**config.mk**
```make
export PLATFORM = sky130hd
export DESIGN_NAME = tmr_match_cap
export DESIGN_NICKNAME = d
export VERILOG_FILES = /design/src/rtl/tmr_pkg.sv /design/src/rtl/tmr_edge_det.sv /design/src/rtl/tmr_presc_cnt.sv /design/src/rtl/tmr_match_out.sv /design/src/rtl/tmr_match_cap.sv
export SDC_FILE = /design/constraint.sdc
export NUM_CORES = 1
export LEC_CHECK = 0
export BUFFER_PORTS_ARGS = -buffer_cell sky130_fd_sc_hd__buf_2
export CORE_AREA = 2 2 155 157
export CTS_BUF_LIST = sky130_fd_sc_hd__clkbuf_2
export DETAILED_ROUTE_END_ITERATION = 8
export DIE_AREA = 0 0 157 159
export PLACE_DENSITY = 0.66
export SETUP_SLACK_MARGIN = 0.02
export SYNTH_ARGS = -nofsm -noshare
export SYNTH_HDL_FRONTEND = slang
export SYNTH_SLANG_ARGS = --single-unit
export TNS_END_PERCENT = 100
```
**constraint.sdc**
```tcl
create_clock -name clk_i -period 5.8 [get_ports clk_i]
set_input_delay 0.87 -clock clk_i [delete_from_list [all_inputs] [get_ports clk_i]]
set_output_delay 0.87 -clock clk_i [all_outputs]
set_load 0.005 [all_outputs]
```
**src/rtl/tmr_pkg.sv**
```systemverilog
`timescale 1ns/1ps
package tmr_pkg;
  localparam int CNT_W     = 16;
  localparam int NUM_MATCH = 4;
  localparam int NUM_CAP   = 3;
  localparam int ADDR_W    = 4;
  localparam int SRC_W     = 2;

  localparam logic [ADDR_W-1:0] A_CTRL   = 4'd0;
  localparam logic [ADDR_W-1:0] A_TERM   = 4'd1;
  localparam logic [ADDR_W-1:0] A_COUNT  = 4'd2;
  localparam logic [ADDR_W-1:0] A_PCOUNT = 4'd3;
  localparam logic [ADDR_W-1:0] A_MCTL   = 4'd4;
  localparam logic [ADDR_W-1:0] A_OCTL   = 4'd5;
  localparam logic [ADDR_W-1:0] A_CCTL   = 4'd6;
  localparam logic [ADDR_W-1:0] A_STAT   = 4'd7;
  localparam logic [ADDR_W-1:0] A_CMP0   = 4'd8;
  localparam logic [ADDR_W-1:0] A_CAP0   = 4'd12;

  localparam int CB_EN   = 0;
  localparam int CB_HOLD = 1;
  localparam int CB_MODE = 2;
  localparam int CB_SRC  = 4;
  localparam int CB_RISE = 6;
  localparam int CB_FALL = 7;

  typedef enum logic [1:0] {
    OUT_KEEP   = 2'd0,
    OUT_LOW    = 2'd1,
    OUT_HIGH   = 2'd2,
    OUT_TOGGLE = 2'd3
  } out_act_e;
endpackage

```
**src/rtl/tmr_edge_det.sv**
```systemverilog
`timescale 1ns/1ps
module tmr_edge_det #(
  parameter int W = 3
) (
  input  logic         clk_i,
  input  logic         rst_ni,
  input  logic [W-1:0] in_i,
  output logic [W-1:0] rise_o,
  output logic [W-1:0] fall_o
);
  logic [W-1:0] s1_q, s2_q, s3_q;

  always_ff @(posedge clk_i or negedge rst_ni) begin
    if (!rst_ni) begin
      s1_q <= '0;
      s2_q <= '0;
      s3_q <= '0;
    end else begin
      s1_q <= in_i;
      s2_q <= s1_q;
      s3_q <= s2_q;
    end
  end

  assign rise_o = s2_q & ~s3_q;
  assign fall_o = ~s2_q & s3_q;
endmodule

```
**src/rtl/tmr_presc_cnt.sv**
```systemverilog
`timescale 1ns/1ps
module tmr_presc_cnt #(
  parameter int W = 16
) (
  input  logic         clk_i,
  input  logic         rst_ni,
  input  logic         hold_i,
  input  logic         tick_i,
  input  logic [W-1:0] term_i,
  input  logic         zero_i,
  input  logic         freeze_i,
  output logic [W-1:0] tc_o,
  output logic [W-1:0] pc_o,
  output logic         adv_o
);
  logic [W-1:0] tc_q, pc_q;
  logic         wrap;

  assign wrap  = (pc_q == term_i);
  assign adv_o = tick_i & wrap;
  assign tc_o  = tc_q;
  assign pc_o  = pc_q;

  always_ff @(posedge clk_i or negedge rst_ni) begin
    if (!rst_ni) begin
      tc_q <= '0;
      pc_q <= '0;
    end else if (hold_i) begin
      tc_q <= '0;
      pc_q <= '0;
    end else if (tick_i) begin
      if (wrap) begin
        pc_q <= '0;
        if (zero_i)        tc_q <= '0;
        else if (!freeze_i) tc_q <= tc_q + 1'b1;
      end else begin
        pc_q <= pc_q + 1'b1;
      end
    end
  end


  hold_zero_chk: assert property (@(posedge clk_i) disable iff (!rst_ni)
    hold_i |=> (tc_q == '0 && pc_q == '0));

  no_step_midway_chk: assert property (@(posedge clk_i) disable iff (!rst_ni)
    (tick_i && !wrap && !hold_i) |=> $stable(tc_q));

  idle_frozen_chk: assert property (@(posedge clk_i) disable iff (!rst_ni)
    (!tick_i && !hold_i) |=> ($stable(tc_q) && $stable(pc_q)));
endmodule

```
**src/rtl/tmr_match_out.sv**
```systemverilog
`timescale 1ns/1ps
module tmr_match_out
  import tmr_pkg::*;
(
  input  logic       clk_i,
  input  logic       rst_ni,
  input  logic       hit_i,
  input  logic [1:0] mode_i,
  output logic       pin_o
);
  logic pin_q;

  always_ff @(posedge clk_i or negedge rst_ni) begin
    if (!rst_ni) begin
      pin_q <= 1'b0;
    end else if (hit_i) begin
      case (out_act_e'(mode_i))
        OUT_LOW:    pin_q <= 1'b0;
        OUT_HIGH:   pin_q <= 1'b1;
        OUT_TOGGLE: pin_q <= ~pin_q;
        default:    pin_q <= pin_q;
      endcase
    end
  end

  assign pin_o = pin_q;


  pin_quiet_chk: assert property (@(posedge clk_i) disable iff (!rst_ni)
    !hit_i |=> $stable(pin_q));
endmodule

```
**src/rtl/tmr_match_cap.sv**
```systemverilog
`timescale 1ns/1ps
module tmr_match_cap
  import tmr_pkg::*;
#(
  parameter int CW = CNT_W,
  parameter int NM = NUM_MATCH,
  parameter int NC = NUM_CAP
) (
  input  logic              clk_i,
  input  logic              rst_ni,
  input  logic              we_i,
  input  logic [ADDR_W-1:0] addr_i,
  input  logic [CW-1:0]     wdata_i,
  output logic [CW-1:0]     rdata_o,
  input  logic [NC-1:0]     cap_i,
  output logic [NM-1:0]     match_o,
  output logic              irq_o
);
  localparam int NI = NM + NC;

  logic             en_q, hold_q, mode_q;
  logic [SRC_W-1:0] src_q;
  logic [1:0]       cedge_q;
  logic [CW-1:0]    term_q;
  logic [3*NM-1:0]  mctl_q;
  logic [2*NM-1:0]  octl_q;
  logic [3*NC-1:0]  cctl_q;
  logic [NI-1:0]    stat_q;
  logic [CW-1:0]    cmp_q [NM];
  logic [CW-1:0]    cap_q [NC];

  logic [NC-1:0] rise, fall, cap_ev;
  logic [NM-1:0] hit, rst_en, stop_en, irq_en;
  logic [NI-1:0] stat_set, stat_clr;
  logic [CW-1:0] tc, pc;
  logic          adv, tick, cnt_ev, do_rst, do_stop, wr_ctrl;

  tmr_edge_det #(.W(NC)) u_edge (
    .clk_i(clk_i), .rst_ni(rst_ni), .in_i(cap_i), .rise_o(rise), .fall_o(fall)
  );

  always_comb begin
    cnt_ev = 1'b0;
    for (int c = 0; c < NC; c++) begin
      cap_ev[c] = (cctl_q[3*c] & rise[c]) | (cctl_q[3*c+1] & fall[c]);
      if (src_q == SRC_W'(c))
        cnt_ev = (cedge_q[0] & rise[c]) | (cedge_q[1] & fall[c]);
    end
  end

  assign tick = en_q & ~hold_q & (mode_q ? cnt_ev : 1'b1);

  tmr_presc_cnt #(.W(CW)) u_cnt (
    .clk_i(clk_i), .rst_ni(rst_ni), .hold_i(hold_q), .tick_i(tick),
    .term_i(term_q), .zero_i(do_rst), .freeze_i(do_stop),
    .tc_o(tc), .pc_o(pc), .adv_o(adv)
  );

  for (genvar i = 0; i < NM; i++) begin : g_match
    assign irq_en[i]  = mctl_q[3*i];
    assign rst_en[i]  = mctl_q[3*i+1];
    assign stop_en[i] = mctl_q[3*i+2];
    assign hit[i]     = adv & (tc == cmp_q[i]);
    tmr_match_out u_out (
      .clk_i(clk_i), .rst_ni(rst_ni), .hit_i(hit[i]),
      .mode_i(octl_q[2*i+1:2*i]), .pin_o(match_o[i])
    );
  end

  // reset action outranks halt
  assign do_rst  = |(hit & rst_en);
  assign do_stop = |(hit & stop_en) & ~do_rst;

  always_comb begin
    for (int c = 0; c < NC; c++) stat_set[NM+c] = cap_ev[c] & cctl_q[3*c+2];
    stat_set[NM-1:0] = hit & irq_en;
  end
  assign stat_clr = (we_i && addr_i == A_STAT) ? wdata_i[NI-1:0] : '0;
  assign wr_ctrl  = we_i && addr_i == A_CTRL;

  always_ff @(posedge clk_i or negedge rst_ni) begin
    if (!rst_ni) begin
      en_q <= 1'b0; hold_q <= 1'b0; mode_q <= 1'b0;
      src_q <= '0; cedge_q <= '0; term_q <= '0;
      mctl_q <= '0; octl_q <= '0; cctl_q <= '0; stat_q <= '0;
      for (int i = 0; i < NM; i++) cmp_q[i] <= '0;
      for (int c = 0; c < NC; c++) cap_q[c] <= '0;
    end else begin
      stat_q <= (stat_q & ~stat_clr) | stat_set;
      if (do_stop)      en_q <= 1'b0;
      else if (wr_ctrl) en_q <= wdata_i[CB_EN];
      if (wr_ctrl) begin
        hold_q  <= wdata_i[CB_HOLD];
        mode_q  <= wdata_i[CB_MODE];
        src_q   <= wdata_i[CB_SRC +: SRC_W];
        cedge_q <= {wdata_i[CB_FALL], wdata_i[CB_RISE]};
      end
      if (we_i) begin
        case (addr_i)
          A_TERM: term_q <= wdata_i;
          A_MCTL: mctl_q <= wdata_i[3*NM-1:0];
          A_OCTL: octl_q <= wdata_i[2*NM-1:0];
          A_CCTL: cctl_q <= wdata_i[3*NC-1:0];
          default: ;
        endcase
        for (int i = 0; i < NM; i++)
          if (addr_i == A_CMP0 + ADDR_W'(i)) cmp_q[i] <= wdata_i;
      end
      for (int c = 0; c < NC; c++)
        if (cap_ev[c]) cap_q[c] <= tc;
    end
  end

  always_comb begin
    rdata_o = '0;
    case (addr_i)
      A_CTRL: begin
        rdata_o[CB_EN]           = en_q;
        rdata_o[CB_HOLD]         = hold_q;
        rdata_o[CB_MODE]         = mode_q;
        rdata_o[CB_SRC +: SRC_W] = src_q;
        rdata_o[CB_RISE]         = cedge_q[0];
        rdata_o[CB_FALL]         = cedge_q[1];
      end
      A_TERM:   rdata_o = term_q;
      A_COUNT:  rdata_o = tc;
      A_PCOUNT: rdata_o = pc;
      A_MCTL:   rdata_o[3*NM-1:0] = mctl_q;
      A_OCTL:   rdata_o[2*NM-1:0] = octl_q;
      A_CCTL:   rdata_o[3*NC-1:0] = cctl_q;
      A_STAT:   rdata_o[NI-1:0] = stat_q;
      default: ;
    endcase
    for (int i = 0; i < NM; i++)
      if (addr_i == A_CMP0 + ADDR_W'(i)) rdata_o = cmp_q[i];
    for (int c = 0; c < NC; c++)
      if (addr_i == A_CAP0 + ADDR_W'(c)) rdata_o = cap_q[c];
  end

  assign irq_o = |stat_q;


  halt_clears_en_chk: assert property (@(posedge clk_i) disable iff (!rst_ni)
    do_stop |=> !en_q);

  reset_hit_zero_chk: assert property (@(posedge clk_i) disable iff (!rst_ni)
    do_rst |=> (tc == '0));

  stat_sticky_chk: assert property (@(posedge clk_i) disable iff (!rst_ni)
    ((stat_q != '0) && !(we_i && addr_i == A_STAT)) |=> irq_o);
endmodule

```
==> metrics, run 1 <==
launch point of the worst reg-to-reg path u_cnt.tc_o[0]; Slew Limit Fails 0; post-synthesis async set-or-reset flop share 100%; Worst Setup End Kind output port; CP top delay family compound AO/OA/AOI/OAI gates; vias per inst 6.17; routed len/inst 25.4 um; area growth from synthesis to layout 8.06%; Seq/Total Area, Yosys 47.1%; Critical-path top delay cell nor4b_2; hold_buf cts 0; xor/xnor share of the synthesized area 7.10%; clock sinks 216; stages on the worst setup path 8; Avg Cell Area, Syn 11.1 um^2; RSZ-0062 raised after global routing no; Total Wirelength 36,500 um; Final Setup Violations 0; Crit Path Max Fanout 45; Root Driver clkbuf_2; Overflow after GRT 0; pre-CTS setup slack 1.37 ns; Setup Buffers After CTS 0; Slew @ Worst Pin 1.00 ns; final core utilization 53.5%; Post-synth top flop dfrtp_1; Tot GR Track Use 29.6%; Adder-Cell Fraction of Synth Area 0.218%; Worst R2R Path Depth 7; Min-Delay Path Class primary input to asynchronous set/reset pin; MaxCap Viol Count 0; Worst slew margin 33.0%; Resized cells post-CTS 0; largest net degree at the start of global routing 110; period utilization 78.1%; final worst setup slack 1.27 ns; first-pass GRT wire length 55,200 um; CP required 4.93 ns; CTS tree done; EDFF count, synth 0; die area 0.0250 mm^2; Crit Path Category primary input to output port; layout cells sized above 1 30.8%; Worst setup endpoint rdata_o[1]; CP bufs+invs 2; I/O pins 47; critical path arrival 3.66 ns; CTS buffer count 57; FF-to-FF End u_cnt.tc_o[5]; Syn Nets 1,065; synthesized instance count 1,037; overall power 3.87 mW; drt first pass iters 5; Leak 5.43 nW; Clk pin slew, worst setup/hold paths 0.13 ns; complex-gate fraction of the synthesized area 11.1%; DR DRC count 0; Die Wd 157 um; Yosys reg bits 216; Die Ht 159 um; Worst Clk Skew 0.0576 ns; Top cell by count, worst path buf_2; clk_lat worst skew 0.87 ns; post-synth cell types 71; outcome complete, no violations; max incr delay on CP 0.90 ns; Initial Util 49.5%; Syn Std Cell Area 0.0115 mm^2; initial DRC count 935; port buffer count 46; Reg2Reg Setup Slack 2.16 ns; CP Launch Type primary input; fin crit period 4.53 ns; deepest clock path buffer count 3; worst setup path startpoint addr_i[1]; vias in the first global route 8,784; Highest Clock Rate 0.221 GHz; vias after detailed routing 8,857; FILL cells 2,131; Peak VDD IR 197 uV; row count 56; routability cong. 0.976; HPWL Detailed 25,700 um; Power Density 312 mW/mm^2; Fin. Hold Viols 0; initial antenna violation count 1; worst path cell trace buf_2 > nor4b_2 > a222oi_1 > o221a_2 > o22ai_1 > a22oi_1 > a31oi_1 > buf_2; largest family of logic cells by synthesized area multiplexers; layout net count 1,108; Core Region 0.0232 mm^2; htree depth 2; Antenna Nets Post-Route 0; Sum Neg Setup Slack 0 ns; multiplexer share of the synthesized area 18.3%; Synth warnings 0; Post-Synth Simple-Gate Area 12.6%
[state kept, by name, indices dropped and copies added (netlist names)]
| name | flops |
|---|---|
| u_cnt.tc_o | 16 |
| octl_q | 8 |
| term_q | 16 |
| cctl_q | 9 |
| u_edge.s2_q | 3 |
| mctl_q | 12 |
| hold_q | 1 |
| g_match.u_out.pin_o | 4 |
| u_edge.s1_q | 3 |
| cmp_q | 64 |
| u_edge.s3_q | 3 |
| stat_q | 7 |
| u_cnt.pc_o | 16 |
| src_q | 2 |
| mode_q | 1 |
| cap_q | 48 |
| en_q | 1 |
| cedge_q | 2 |
[cell type report]
| class | count | area (um^2) | area share (%) |
|---|---|---|---|
| sequential | 216 | 5410 | 43.6 |
| tap | 319 | 399 | 3.22 |
| antenna | 2 | 5.00 | 0.0403 |
| clock inverter | 11 | 96.3 | 0.777 |
| inverter | 11 | 41.3 | 0.333 |
| clock buffer | 83 | 415 | 3.35 |
| timing repair buffer | 61 | 365 | 2.95 |
| multi-input combinational | 733 | 5680 | 45.8 |
[logic make-up after synthesis]
logic type	count (synthesis)
mux	186
fa+ha+maj	2
xor+xnor	93
compound gates	186
buf+inv	88
simple gates	266
flops	216
[cells in the mapped netlist, types with 11 or more instances]
| master | n | share of area [%] |
|---|---|---|
| xor2_1 | 26 | 2.0 |
| mux2_2 | 173 | 17 |
| nor3_1 | 14 | 0.61 |
| o21ai_0 | 32 | 1.4 |
| nor2_1 | 52 | 1.7 |
| a21oi_1 | 29 | 1.3 |
| nand2_1 | 67 | 2.2 |
| nand3_1 | 27 | 1.2 |
| o21ai_1 | 11 | 0.48 |
| dfrtp_1 | 216 | 47 |
| a22oi_1 | 30 | 2.0 |
| nand4_1 | 22 | 1.2 |
| mux2i_1 | 11 | 0.96 |
| clkbuf_1 | 35 | 1.1 |
| buf_2 | 22 | 0.96 |
| xnor2_1 | 67 | 5.1 |
| inv_1 | 11 | 0.36 |
[cell usage in the layout, fill, tap and decap left out, types with 13 or more instances in the layout]
cell        n
a21oi_1    29
a22oi_1    30
buf_2      45
buf_4      14
clkbuf_2   83
dfrtp_1   216
mux2_2    173
nand2_1    67
nand3_1    27
nand4_1    22
nor2_1     52
nor3_1     13
o21ai_0    32
xnor2_1    67
xor2_1     26
[worst reg2reg max path, delay by kind of cell, from the launching register on]
family	cells	cell delay (ns)
and+or+nand+nor	4	1.66
DFF	1	0.78
AOI/OAI and AO/OA	2	0.83
xor gates and xnor gates	1	0.24
[stage by stage]
| stage | hold slack (ns) | cell area [um^2] | cells |
|---|---|---|---|
| global placement | 0.333 | 11900 | 1340 |
| global route | 0.0438 | 12400 | 1436 |
| CTS | 0.0292 | 12400 | 1434 |
| detailed placement | 0.338 | 11900 | 1340 |
| finish | 0.0339 | 12400 | 1436 |
| floorplan | 0.331 | 11500 | 1037 |
[where the power goes]
group / internal [mW] / total (mW) / switching (mW)
Combinational: 0.377 / 0.779 / 0.402
Sequential: 1.72 / 2.00 / 0.285
Clock: 0.465 / 1.09 / 0.626
Total: 2.56 / 3.87 / 1.31
[worst min-delay path by stage]
stage                           to           start  depth (start not counted)  slack [ns]
detailed placement  u_edge.s2_q[0]  u_edge.s1_q[0]                          0        0.34
global route        u_edge.s1_q[2]        cap_i[2]                          1        0.04
CTS                 u_edge.s1_q[0]        cap_i[0]                          1        0.03
finish                   cmp_q[62]          rst_ni                          1        0.03
global placement    u_edge.s2_q[0]  u_edge.s1_q[0]                          0        0.33
floorplan           u_edge.s2_q[0]  u_edge.s1_q[0]                          0        0.33
[routing by layer]
metal	wire, um	part of all wire [%]	up-vias	global-route usage, %
met5	0	0	-	0
met4	1520	4.2	0	12.1
met3	2590	7.1	93	5.47
met2	16100	44	379	43.6
met1	16300	45	4473	43.0
li1	-	-	3912	-
Note: power is estimated with default switching activity, not from simulation.
==> inputs of run 2 (changes only) <==
Clock period 5.8 ns to 4.4 ns, I/O delays scaled along.
==> run 2 against run 1 <==
  * First-iteration DRC count is 8.3% higher
  * Critical path depth is 1 higher
  * Sequential share of layout area fell by 0.70 points
  * Clock skew rose by 0.045 ns
  * Hold slack better by 0.084 ns
  * Via count rose by 1.4%
  * Register-to-register slack lost 1.1 ns
  * Total power up 34%
  * Core utilization up 0.87 points
  * Critical path type unchanged
==> metrics, run 2 (synthesis gave the netlist of run 1 again) <==
CP Launch Type primary input; launch point of the worst reg-to-reg path u_cnt.tc_o[5]; vias per inst 6.15 (-0.29%); DP Area 0.0120 mm^2 (+1.0%); largest reg by FF count cmp_q; internal cell power 3.44 mW (+34%); area of the multi-input gates 0.00567 mm^2 (about the same); Slew Limit Fails 0 (unchanged); routed len/inst 25.8 um (+1.2%); Min-Delay Path Class primary input to register; vias in the first global route 9,004 (+2.5%); Crit Path Category primary input to output port; Reg area 0.00541 mm^2 (unchanged); initial DRC count 1,013 (+8.3%); Reg2Reg Setup Slack 1.07 ns (-1.09 ns); critical path arrival 3.07 ns (-0.59 ns); dpl cells 1,357 (+1.3%); Fin. Hold Viols 0 (unchanged); Root Driver clkbuf_2; Worst Clk Skew 0.103 ns (+0.0453 ns); Final Setup Violations 0 (unchanged); Initial Util 49.5% (unchanged); outcome complete, no violations; max reg flops 64 (unchanged); Core Region 0.0232 mm^2 (unchanged); Crit Path Max Fanout 27 (-40%); period utilization 84.8%; Power Density 412 mW/mm^2 (+32%); Highest Clock Rate 0.268 GHz; Slew @ Worst Pin 0.988 ns (-0.0141 ns); Seq pwr share 50.9% (-0.8 points); CP required 3.74 ns (-1.19 ns); CTS buffer count 57 (unchanged); Overflow after GRT 0 (unchanged); most frequent cells in the layout 216 x dfrtp_1, 173 x mux2_2, 81 x clkbuf_2; Net Switching 1.76 mW (+34%); clk_lat worst skew 0.92 ns (+0.05 ns); initial antenna violation count 1 (unchanged); routability cong. 0.959 (-1.8%); largest net degree at the start of global routing 101 (-8.2%); Die Ht 159 um (unchanged); clock sinks 216 (unchanged); sw frac 33.8% (-0.072 points); FF-to-FF End u_cnt.tc_o[5]; Worst slew margin 34.0% (+1.0 points); deepest clock path buffer count 3 (unchanged); CTS tree done; Antenna Nets Post-Route 0 (unchanged); layout net count 1,129 (+1.9%); Peak VDD IR 323 uV (+64%); fin cells 1,460 (+1.7%); FILL cells 2,181 (+2.3%); Comb pwr share 19.9% (-0.2 points); layout cells sized above 1 31.7% (+0.90 points); vias after detailed routing 8,979 (+1.4%); biggest regs cmp_q x64, cap_q x48; Worst setup endpoint rdata_o[1]; Hold Startpoint wdata_i[14]; Clk pin slew, worst setup/hold paths 0.10 ns (-0.03 ns); Sum Neg Setup Slack 0 ns (unchanged); htree depth 2 (unchanged); worst setup path startpoint addr_i[1]; first-pass GRT wire length 56,700 um (+2.8%); fin crit period 3.73 ns; commonest non-fill, non-tap cell in the layout dfrtp_1; Die Wd 157 um (unchanged); drt first pass iters 8 (+3); post-layout instance area 0.0126 mm^2 (+1.6%); DR DRC count 0 (unchanged); Tot GR Track Use 30.7% (+1.1 points); clock power share 29.3% (+1.1 points); Worst Setup End Kind output port; Fin Hold WS 0.118 ns (+0.0839 ns); die area 0.0250 mm^2 (unchanged); row count 56 (unchanged); Total Wirelength 37,600 um (+2.9%); I/O pins 47 (unchanged); HPWL Detailed 26,500 um (+2.9%); Leak 5.55 nW (+2.3%); area growth from synthesis to layout 9.83%; MaxCap Viol Count 0 (unchanged); Setup Buffers After CTS 0 (unchanged); Worst R2R Path Depth 7 (unchanged); port buffer count 46 (unchanged); RSZ-0062 raised after global routing no
-- run 2: changes by cell type in the layout (fill, tap and decap cells not counted), sizes merged --
cell         delta
dlygate4sd3     +4
clkbuf          -2
bufinv          +1
buf            +17
diode           -1
clkinv          +5
-- run 2: power by group through the flow --
stage	combinational [mW]	clock, mW	sequential [mW]
final	1.03	1.52	2.64
after global routing	1.11	1.66	2.67
after CTS	1.03	1.56	2.62
after detailed placement	1.02	0	2.66
after global placement	1.00	0	2.66
after floorplan	0.743	0	2.49
-- run 2: what timing repair did --
action	CTS	global route
hold buffers	4	0
endpoints found under the hold margin	101	0
resized for setup	0	0
-- run 2: cell type report --
class / instances / share of cell area (%)
Timing Repair Buffer: 82 / 4.23
Antenna cell: 1 / 0.0198
Clock inverter: 17 / 1.18
Clock buffer: 81 / 3.22
Tap cell: 319 / 3.17
Sequential cell: 216 / 42.9
Multi-Input combinational cell: 733 / 45.0
Inverter: 11 / 0.327
-- run 2: critical path: stages --
cell	delay (ns)
buf_2	0.29
nand2b_1	0.40
nor3_2	0.67
a222oi_1	0.17
o221a_2	0.20
o22ai_1	0.19
a22oi_1	0.12
a31oi_1	0.21
buf_2	0.15
-- run 2: per-stage QoR --
stage          setup slack, ns  util [%]  power (mW)
6_report                 0.671      54.4        5.20
3_5_place_dp             0.802      51.8        3.68
5_1_grt                  0.525      54.4        5.45
3_3_place_gp             0.816      51.8        3.66
4_1_cts                  0.613      54.4        5.21
2_1_floorplan             1.47         -        3.23
-- run 2: routing by layer --
layer / global-route usage (%) / vias to the layer above / wire length (um)
li1: - / 3965 / -
met1: 44.2 / 4470 / 16300
met2: 46.5 / 448 / 16900
met3: 5.09 / 96 / 2880
met4: 12.1 / 0 / 1480
met5: 0 / - / 0
-- run 2: worst min path at each step --
stage,to,slack (ns),cells after the start
global route,cmp_q[13],0.09,2
finish,cmp_q[30],0.12,2
floorplan,u_edge.s2_q[0],0.33,0
global placement,u_edge.s2_q[1],0.33,0
detailed placement,u_edge.s2_q[0],0.34,0
CTS,cmp_q[46],0.07,2
==> inputs of run 3 (changes only) <==
Settings changed: ABC_AREA from default to 1, CORE_AREA 2 2 155 157 to 2 2 154 156, DIE_AREA 0 0 157 159 to 0 0 156 158.
Clock period 4.4 ns to 3.85 ns, I/O delays scaled along.
==> run 3 against run 2 <==
  * Hold slack lost 0.027 ns
  * Critical path type is now register to output port
  * Critical endpoint is now rdata_o[10]
  * Total power grew 22%
  * Clock-buffer cell count up 1
==> metrics, run 3 <==
Reg2Reg Setup Slack 1.23 ns (+0.16 ns); Root Driver clkbuf_2; Yosys top cell by area dfrtp_1; dpl cells 1,736 (+28%); Peak VDD IR 272 uV (-16%); Initial Util 48.8% (-0.67 points); Sum Neg Setup Slack 0 ns (unchanged); Seq/Total Area, Yosys 48.0% (+0.93 points); hold depth 3 (+1); Clk pin slew, worst setup/hold paths 0.10 ns (about the same); vias in the first global route 9,634 (+7.0%); clk_lat worst skew 0.85 ns (-0.07 ns); Post-Synth Simple-Gate Area 26.0% (+13 points); post-synthesis async set-or-reset flop share 100% (unchanged); CTS buffer count 58 (+1.8%); most frequent cells in the layout 429 x nand2_1, 216 x dfrtp_1, 151 x o21ai_0; die area 0.0246 mm^2 (-1.3%); period utilization 86.0%; Power Density 523 mW/mm^2 (+27%); DR DRC count 0 (unchanged); port buffer count 46 (unchanged); RSZ-0062 raised after global routing no; fin cells 1,845 (+26%); Syn Std Cell Area 0.0113 mm^2 (-1.9%); Hold Path End cmp_q[44]; Leak 5.86 nW (+5.5%); layout net count 1,538 (+36%); most common cell in the synthesized netlist nand2_1; Die Wd 156 um (-0.64%); vias after detailed routing 10,200 (+14%); post-layout instance area 0.0121 mm^2 (-3.6%); CTS tree done; initial antenna violation count 1 (unchanged); Post-synth top flop dfrtp_1; commonest non-fill, non-tap cell in the layout nand2_1; Crit Path Max Fanout 8 (-70%); Yosys reg bits 216 (unchanged); vias per inst 5.55 (-9.8%); Tot GR Track Use 28.2% (-2.6 points); Total Wirelength 34,000 um (-9.7%); Setup Buffers After CTS 0 (unchanged); Worst Clk Skew 0.0804 ns (-0.0225 ns); max reg flops 64 (unchanged); most common library cells after synthesis 429 x nand2_1, 216 x dfrtp_1, 151 x o21ai_0, 127 x inv_1, 120 x nor2_1; Synth warnings 0 (unchanged); Area contributors post-synth dfrtp_1 48%, nand2_1 14%, o21ai_0 6.7%, inv_1 4.2%, nor2_1 4.0%; Slew Limit Fails 0 (unchanged); I/O pins 47 (unchanged); FILL cells 2,255 (+3.4%); Core Region 0.0231 mm^2 (-0.60%); largest family of logic cells by synthesized area simple AND/OR/NAND/NOR gates; CP Launch Type register; layout cells sized above 1 10.9% (-21 points); htree depth 2 (unchanged); Crit Path Category register to output port; Antenna Nets Post-Route 0 (unchanged); fin crit period 3.31 ns; area growth from synthesis to layout 7.93%; Fin. Hold Viols 0 (unchanged); Min-Delay Path Class primary input to register; launch point of the worst reg-to-reg path u_cnt.tc_o[0]; Die Ht 158 um (-0.63%); Reg area 0.00541 mm^2 (unchanged); row count 56 (unchanged); Slew @ Worst Pin 1.20 ns (+0.211 ns); largest reg by FF count cmp_q; outcome complete, no violations; Worst R2R Path Depth 12 (+5); clock sinks 216 (unchanged); post-synth cell types 42 (-41%); FF-to-FF End u_cnt.tc_o[14]; multiplexer share of the synthesized area 0% (-18 points); DP Area 0.0116 mm^2 (-3.4%); routability cong. 0.974 (+1.6%); Worst Setup End Kind output port; drt first pass iters 6 (-2); MaxCap Viol Count 0 (unchanged); Hold Startpoint wdata_i[12]; Avg Cell Area, Syn 7.73 um^2 (-30%); Syn Nets 1,484 (+39%); Final Setup Violations 0 (unchanged); routed len/inst 18.4 um (-29%); synthesized instance count 1,456 (+40%); Worst slew margin 19.9% (-14 points); EDFF count, synth 0 (unchanged); HPWL Detailed 24,000 um (-9.3%); area of the multi-input gates 0.00499 mm^2 (-12%); Adder-Cell Fraction of Synth Area 0.222% (+0.0043 points); biggest regs cmp_q x64, cap_q x48; post-synth top area share 48.0% (+0.93 points); complex-gate fraction of the synthesized area 13.6% (+2.5 points); critical path arrival 2.73 ns (-0.34 ns); Fin Hold WS 0.0904 ns (-0.0274 ns); initial DRC count 881 (-13%); xor/xnor share of the synthesized area 4.51% (-2.6 points); Overflow after GRT 0 (unchanged); largest net degree at the start of global routing 87 (-14%); Highest Clock Rate 0.302 GHz; CP required 3.27 ns (-0.47 ns); first-pass GRT wire length 53,400 um (-5.8%); deepest clock path buffer count 3 (unchanged)
[run 3: how the worst max path moves through the flow]
stage / from / endpoint / depth (start not counted)
global route: u_cnt.tc_o[6] / rdata_o[6] / 9
finish: u_cnt.tc_o[10] / rdata_o[10] / 7
detailed placement: addr_i[0] / rdata_o[3] / 13
floorplan: addr_i[0] / rdata_o[12] / 10
global placement: addr_i[0] / rdata_o[0] / 13
CTS: u_cnt.tc_o[10] / rdata_o[10] / 7
[run 3: logic make-up after synthesis]
family,Yosys count
AOI/OAI and AO/OA,282
xor gates and xnor gates,58
adders and majority gates,2
buffers and inverters,202
DFF,216
and+or+nand+nor,696
[run 3: routing by layer]
layer	up-vias	GRT usage (%)	share of wire (%)
li1	4878	-	-
met5	-	0	0
met1	4853	37.9	43
met2	418	45.8	46
met4	0	11.1	3.4
met3	87	4.60	7.4
[run 3: repair_timing]
action | 4_1_cts | 5_1_grt
hold endpoints to repair | 68 | 0
hold buffers | 4 | 0
resized for setup | 0 | 0
[run 3: per-stage QoR]
step	setup WS, ns	power, mW	utilization [%]
after floorplan	1.46	4.26	-
final	0.540	6.35	52.7
after detailed placement	0.802	4.81	50.4
after global placement	0.884	4.75	50.4
after global routing	0.384	6.80	52.7
after CTS	0.516	6.36	52.7
[run 3: worst max-delay path: stages (launching register included)]
cell	delay (ns)
dfrtp_1	0.54
inv_1	0.28
o22ai_1	0.13
a221oi_1	0.22
nand4_1	0.12
a21oi_1	0.34
nand4_1	0.12
buf_2	0.15
[run 3: report_power, final]
group | internal, mW | total [mW] | leakage, nW | switching, mW
clock network | 0.576 | 1.56 | 0.379 | 0.984
logic | 0.581 | 1.53 | 2.75 | 0.954
registers | 2.79 | 3.25 | 2.73 | 0.465
[run 3: final cells by class]
class | instances | area share, %
Sequential cell | 216 | 44.5
Tap cell | 290 | 2.99
Inverter | 135 | 4.17
Clock buffer | 82 | 3.38
Timing Repair Buffer | 61 | 3.19
Clock inverter | 22 | 0.721
Multi-Input combinational cell | 1038 | 41.0
Antenna cell | 1 | 0.0206
